## src/rtl/qps_pkg.sv

```systemverilog
package qps_pkg;

    localparam int NUM_PHASES = 4;

    typedef enum logic [1:0] {
        PH_Q1 = 2'd0,
        PH_Q2 = 2'd1,
        PH_Q3 = 2'd2,
        PH_Q4 = 2'd3
    } phase_e;

endpackage

```

## src/rtl/qps_phase_gen.sv

```systemverilog
module qps_phase_gen
    import qps_pkg::*;
(
    input  logic                  clk,
    input  logic                  rst,
    input  logic                  rc_mode,
    output logic [NUM_PHASES-1:0] strobe,
    output logic                  cycle_last,
    output logic                  clkout
);

    typedef struct packed {
        phase_e ph;
    } ph_state_t;

    ph_state_t st_q, st_d;

    always_comb begin
        st_d = st_q;
        case (st_q.ph)
            PH_Q1:   st_d.ph = PH_Q2;
            PH_Q2:   st_d.ph = PH_Q3;
            PH_Q3:   st_d.ph = PH_Q4;
            default: st_d.ph = PH_Q1;
        endcase
    end

    always_ff @(posedge clk) begin
        if (rst) begin
            st_q.ph <= PH_Q1;
        end else begin
            st_q <= st_d;
        end
    end

    for (genvar g = 0; g < NUM_PHASES; g++) begin : g_strobe
        assign strobe[g] = (st_q.ph == phase_e'(g));
    end

    assign cycle_last = (st_q.ph == PH_Q4);
    // divide-by-four square wave: high for the first half of the cycle
    assign clkout     = rc_mode && ((st_q.ph == PH_Q1) || (st_q.ph == PH_Q2));

endmodule

```

## src/rtl/qps_pc_unit.sv

```systemverilog
module qps_pc_unit #(
    parameter int PC_W = 13
) (
    input  logic            clk,
    input  logic            rst,
    input  logic            advance,
    input  logic            load,
    input  logic [PC_W-1:0] target,
    output logic [PC_W-1:0] pc
);

    typedef struct packed {
        logic [PC_W-1:0] pc;
    } pc_state_t;

    pc_state_t st_q, st_d;

    always_comb begin
        st_d = st_q;
        if (advance) begin
            if (load) begin
                st_d.pc = target;
            end else begin
                st_d.pc = st_q.pc + 1'b1;   // natural wrap at PC_W bits
            end
        end
    end

    always_ff @(posedge clk) begin
        if (rst) begin
            st_q.pc <= '0;
        end else begin
            st_q <= st_d;
        end
    end

    assign pc = st_q.pc;

endmodule

```

## src/rtl/qps_ir_stage.sv

```systemverilog
module qps_ir_stage #(
    parameter int           IW       = 14,
    parameter logic [IW-1:0] NOP_WORD = '0
) (
    input  logic          clk,
    input  logic          rst,
    input  logic          advance,
    input  logic          flush,
    input  logic [IW-1:0] fetch_word,
    output logic [IW-1:0] instr,
    output logic          forced_nop
);

    typedef struct packed {
        logic [IW-1:0] ir;
        logic          nop;
    } ir_state_t;

    ir_state_t st_q, st_d;

    always_comb begin
        st_d = st_q;
        if (advance) begin
            if (flush) begin
                st_d.ir  = NOP_WORD;
                st_d.nop = 1'b1;
            end else begin
                st_d.ir  = fetch_word;
                st_d.nop = 1'b0;
            end
        end
    end

    always_ff @(posedge clk) begin
        if (rst) begin
            st_q.ir  <= NOP_WORD;
            st_q.nop <= 1'b1;
        end else begin
            st_q <= st_d;
        end
    end

    assign instr      = st_q.ir;
    assign forced_nop = st_q.nop;

endmodule

```

## src/rtl/qps_sequencer.sv

```systemverilog
module qps_sequencer
    import qps_pkg::*;
#(
    parameter int            PC_W     = 13,
    parameter int            IW       = 14,
    parameter logic [IW-1:0] NOP_WORD = '0
) (
    input  logic                  clk,
    input  logic                  rst,
    input  logic                  rc_mode,
    input  logic [IW-1:0]         imem_data,
    input  logic                  br_req,
    input  logic [PC_W-1:0]       br_target,
    output logic [NUM_PHASES-1:0] phase_strobe,
    output logic                  clkout,
    output logic [PC_W-1:0]       imem_addr,
    output logic [IW-1:0]         exec_instr,
    output logic                  exec_nop,
    output logic                  rd_strobe,
    output logic                  wr_strobe
);

    localparam int RD_PHASE = 1;
    localparam int WR_PHASE = NUM_PHASES - 1;

    logic cycle_last;
    logic take_branch;

    qps_phase_gen u_phase (
        .clk        (clk),
        .rst        (rst),
        .rc_mode    (rc_mode),
        .strobe     (phase_strobe),
        .cycle_last (cycle_last),
        .clkout     (clkout)
    );

    // a forced no-op cannot itself redirect the fetch stream
    assign take_branch = cycle_last && br_req && !exec_nop;

    qps_pc_unit #(.PC_W(PC_W)) u_pc (
        .clk     (clk),
        .rst     (rst),
        .advance (cycle_last),
        .load    (take_branch),
        .target  (br_target),
        .pc      (imem_addr)
    );

    qps_ir_stage #(.IW(IW), .NOP_WORD(NOP_WORD)) u_ir (
        .clk        (clk),
        .rst        (rst),
        .advance    (cycle_last),
        .flush      (take_branch),
        .fetch_word (imem_data),
        .instr      (exec_instr),
        .forced_nop (exec_nop)
    );

    assign rd_strobe = phase_strobe[RD_PHASE] && !exec_nop;
    assign wr_strobe = phase_strobe[WR_PHASE] && !exec_nop;

endmodule

```

## config.mk

```make
export PLATFORM = sky130hd
export DESIGN_NAME = qps_sequencer
export DESIGN_NICKNAME = d
export VERILOG_FILES = /design/src/rtl/qps_pkg.sv /design/src/rtl/qps_phase_gen.sv /design/src/rtl/qps_pc_unit.sv /design/src/rtl/qps_ir_stage.sv /design/src/rtl/qps_sequencer.sv
export SDC_FILE = /design/constraint.sdc
export NUM_CORES = 1
export LEC_CHECK = 0
export BUFFER_PORTS_ARGS = -buffer_cell sky130_fd_sc_hd__buf_2
export CORE_ASPECT_RATIO = 0.8
export CORE_MARGIN = 10
export CORE_UTILIZATION = 41
export DETAILED_ROUTE_END_ITERATION = 12
export PLACE_DENSITY = 0.7
export SETUP_SLACK_MARGIN = 0.2
export SYNTH_ARGS = -nofsm -noshare
export SYNTH_HDL_FRONTEND = slang
export SYNTH_SLANG_ARGS = --single-unit
```

## constraint.sdc

```tcl
create_clock -name clk -period 1.6 [get_ports clk]
set_input_delay 0.32 -clock clk [delete_from_list [all_inputs] [get_ports clk]]
set_output_delay 0.32 -clock clk [all_outputs]
set_load 0.005 [all_outputs]
```

==> results.json <==
{
  "via_count": 1512,
  "fmax_mhz": 646,
  "syn-cell-area_um2": 1440,
  "outcome": "finished, final reports clean",
  "crit_path_end_kind": "register",
  "async_reset_ff_share_pct": 0,
  "cts_tree": "built",
  "cts_root_buf": "clkbuf_8",
  "initialDrtViolationCount": 90,
  "whs_endpoint": "u_ir.instr[7]$_SDFFE_PP0N_",
  "detailed_place_hpwl_um": 3300,
  "stdcell_count": 274,
  "drtAntennaViolNets": 0,
  "ys_warn_count": 0,
  "synth.largest_area_cell": "dfxtp_1",
  "synthCells": 151,
  "power_density_nw_per_um2": 954,
  "worstPathCellList": "ha_4 -> nand3b_4 -> nand2_4 -> buf_4 -> or4_4 -> a41oi_2",
  "max-vdd-ir-drop_mv": 0.684,
  "hold_path_class": "input port to register",
  "rsz0062_at_grt": "yes",
  "numCtsBuffers": 5,
  "synth_top_area_share_pct": 41.8,
  "crit_slowest_cell": "or4_4",
  "drc": 0,
  "hold_depth": 2,
  "fin_crit_ps": 1550,
  "cap_viol_max_count": 0,
  "clk_pin_slew_ps": 60,
  "fin_crit_sh_pct": 96.8,
  "fin_nets": 268,
  "clkSinkCount": 30,
  "min_from": "imem_data[7]",
  "antennaDiodeCount": 0,
  "syn-num-nets": 187,
  "drv_slew": 0,
  "die_h_um": 72.9,
  "fin_skew_ps": 7.02,
  "area_delta_synth_final_pct": 43.7,
  "io_pins": 66,
  "dr.pass1.iters": 4,
  "r2r_end": "u_pc.pc[10]$_SDFFE_PP0N_",
  "synth.distinct_cells": 41,
  "startpoint_type": "register",
  "clk_latency_ps": 270,
  "p_leak_nw": 0.977,
  "cts_buffer_depth": 2,
  "worst_slack_ps": 51.8,
  "finalHoldViolCount": 0,
  "synth.top_cells.by_count": "dfxtp_1, a22o_1, nand2_1",
  "via_per_inst": 5.52,
  "required_ps": 1800,
  "crit_buf_inv": 1,
  "max_slew_margin_pct": 78.5,
  "grt_pass1_vias": 1369,
  "yosys-top-cells-area": "dfxtp_1, a22o_1, ha_1, clkbuf_8, nand2_1",
  "start_util_pct": 42.3,
  "synth_most_common_cell": "dfxtp_1",
  "synth_edf_count": 0,
  "ff2ff_setup_slack_ps": 50,
  "crit_family": "simple AND/OR/NAND/NOR gates",
  "synth.ff_latch_count": 30,
  "wl_per_cell_um": 16.4,
  "grt_max_degree": 18,
  "timing.hold.ws_ps": 266,
  "track_usage_pct": 13.9,
  "final_area_um2": 2060,
  "worstMarginPinSlew_ps": 322,
  "r2r-start": "u_phase.st_q[1]$_SDFF_PP0_",
  "core.rowCount": 19,
  "critPathKind": "register to register",
  "fillCellCount": 307,
  "r2r.worst_path.cells": 6,
  "placed_cells": 259,
  "die_area_um2": 6290,
  "cts_max_level": 2,
  "die_w_um": 86.2,
  "synthFlopType": "dfxtp_1",
  "drive_above_1_share_pct": 48.7,
  "setup_violations": 0,
  "antenna_found_initial": 0,
  "core_area_um2": 3400,
  "gr-total-overflow": 0,
  "placed_area_um2": 1870,
  "cpPeakStageDelay_ps": 500,
  "ctsHoldBuffers": 0,
  "dp_slack_ps": -107,
  "syn_area_per_cell_um2": 9.51,
  "place.gp.congestion": 0.888,
  "ys_seq_area_share_pct": 41.8,
  "io_buffers": 65,
  "final_util_pct": 60.7,
  "path_max_fanout": 5,
  "routed_wl_um": 4500,
  "cp.arrival_ps": 1750,
  "grt_first_pass_wirelength_um": 7000
}
cells by family (layout without fill, tap and decap cells):
family	count (synthesis)	count (layout)	synth area share (%)
AOI/OAI and AO/OA	47	47	24.4
and+or+nand+nor	52	53	20.0
adders and majority gates	5	5	4.36
muxes	4	4	2.87
buffers and inverters	13	93	6.53
DFF	30	30	41.8
worst max path at each step:
stage / from / end / slack (ps) / cells after the start
after floorplan: u_pc.pc[1]$_SDFFE_PP0N_ / u_pc.pc[10]$_SDFFE_PP0N_ / 60 / 5
after global placement: u_phase.st_q[1]$_SDFF_PP0_ / u_ir.instr[3]$_SDFFE_PP0N_ / -60 / 5
after detailed placement: u_phase.st_q[1]$_SDFF_PP0_ / u_ir.instr[13]$_SDFFE_PP0N_ / -110 / 5
after CTS: u_phase.st_q[0]$_SDFF_PP0_ / u_pc.pc[10]$_SDFFE_PP0N_ / 60 / 6
after global routing: u_phase.st_q[1]$_SDFF_PP0_ / u_pc.pc[10]$_SDFFE_PP0N_ / 20 / 6
final: u_phase.st_q[1]$_SDFF_PP0_ / u_pc.pc[10]$_SDFFE_PP0N_ / 50 / 6
metal layers:
metal	GRT usage [%]	vias up	part of all wire (%)
met5	0	-	0
met4	4.31	0	0.76
met3	6.70	4	8.5
met2	19.5	58	48
met1	18.2	720	42
li1	-	730	-
repair_timing:
action                                 in CTS  in global routing
setup buffers                               6                  1
setup endpoints to repair                  22                 31
pin swaps                                   5                 10
cloned                                      1                  0
gates resized for setup                    10                  7
endpoints found under the hold margin       0                  0
area by class of cell:
cell class / count / area (um^2) / share of cell area, %
multi-input cells: 109 / 835 / 40.4
flip-flops and latches: 30 / 614 / 29.8
repair buffers: 82 / 469 / 22.7
clock buffers: 7 / 76.3 / 3.70
well taps: 42 / 52.6 / 2.55
inverters: 4 / 17.5 / 0.848
flip-flops by register name, indices dropped and copies added, names as in the netlist:
register	flops
u_ir.instr	14
u_pc.pc	13
u_phase.st_q	2
u_ir.forced_nop	1
power by group:
group          leakage (nW)  total (mW)  internal, mW  switching [mW]
logic                 0.693       0.512         0.266           0.246
clock network        0.0383       0.560         0.299           0.261
registers             0.246       0.896         0.829          0.0678
total                 0.977        1.97          1.39           0.575
per-stage QoR:
stage               power (mW)  TNS (ps)
floorplan                 1.16         0
global placement          1.35      -850
detailed placement        1.35     -1300
CTS                       1.96         0
global route              2.10         0
finish                    1.97         0
layout by cell type, fill, tap and decap left out, types with 3 or more instances in the layout:
master and n:
a211oi_1 4, a21oi_1 8, a22o_1 14, and3_1 5, buf_2 65, buf_4 15
clkbuf_8 5, dfxtp_1 25, dfxtp_4 3, mux2i_1 3, nand2_1 12, nand3_1 3
nand4_1 3, nor2_1 7, nor3_1 4, o21ai_0 6
No activity file was read; power rests on OpenSTA's default activity.
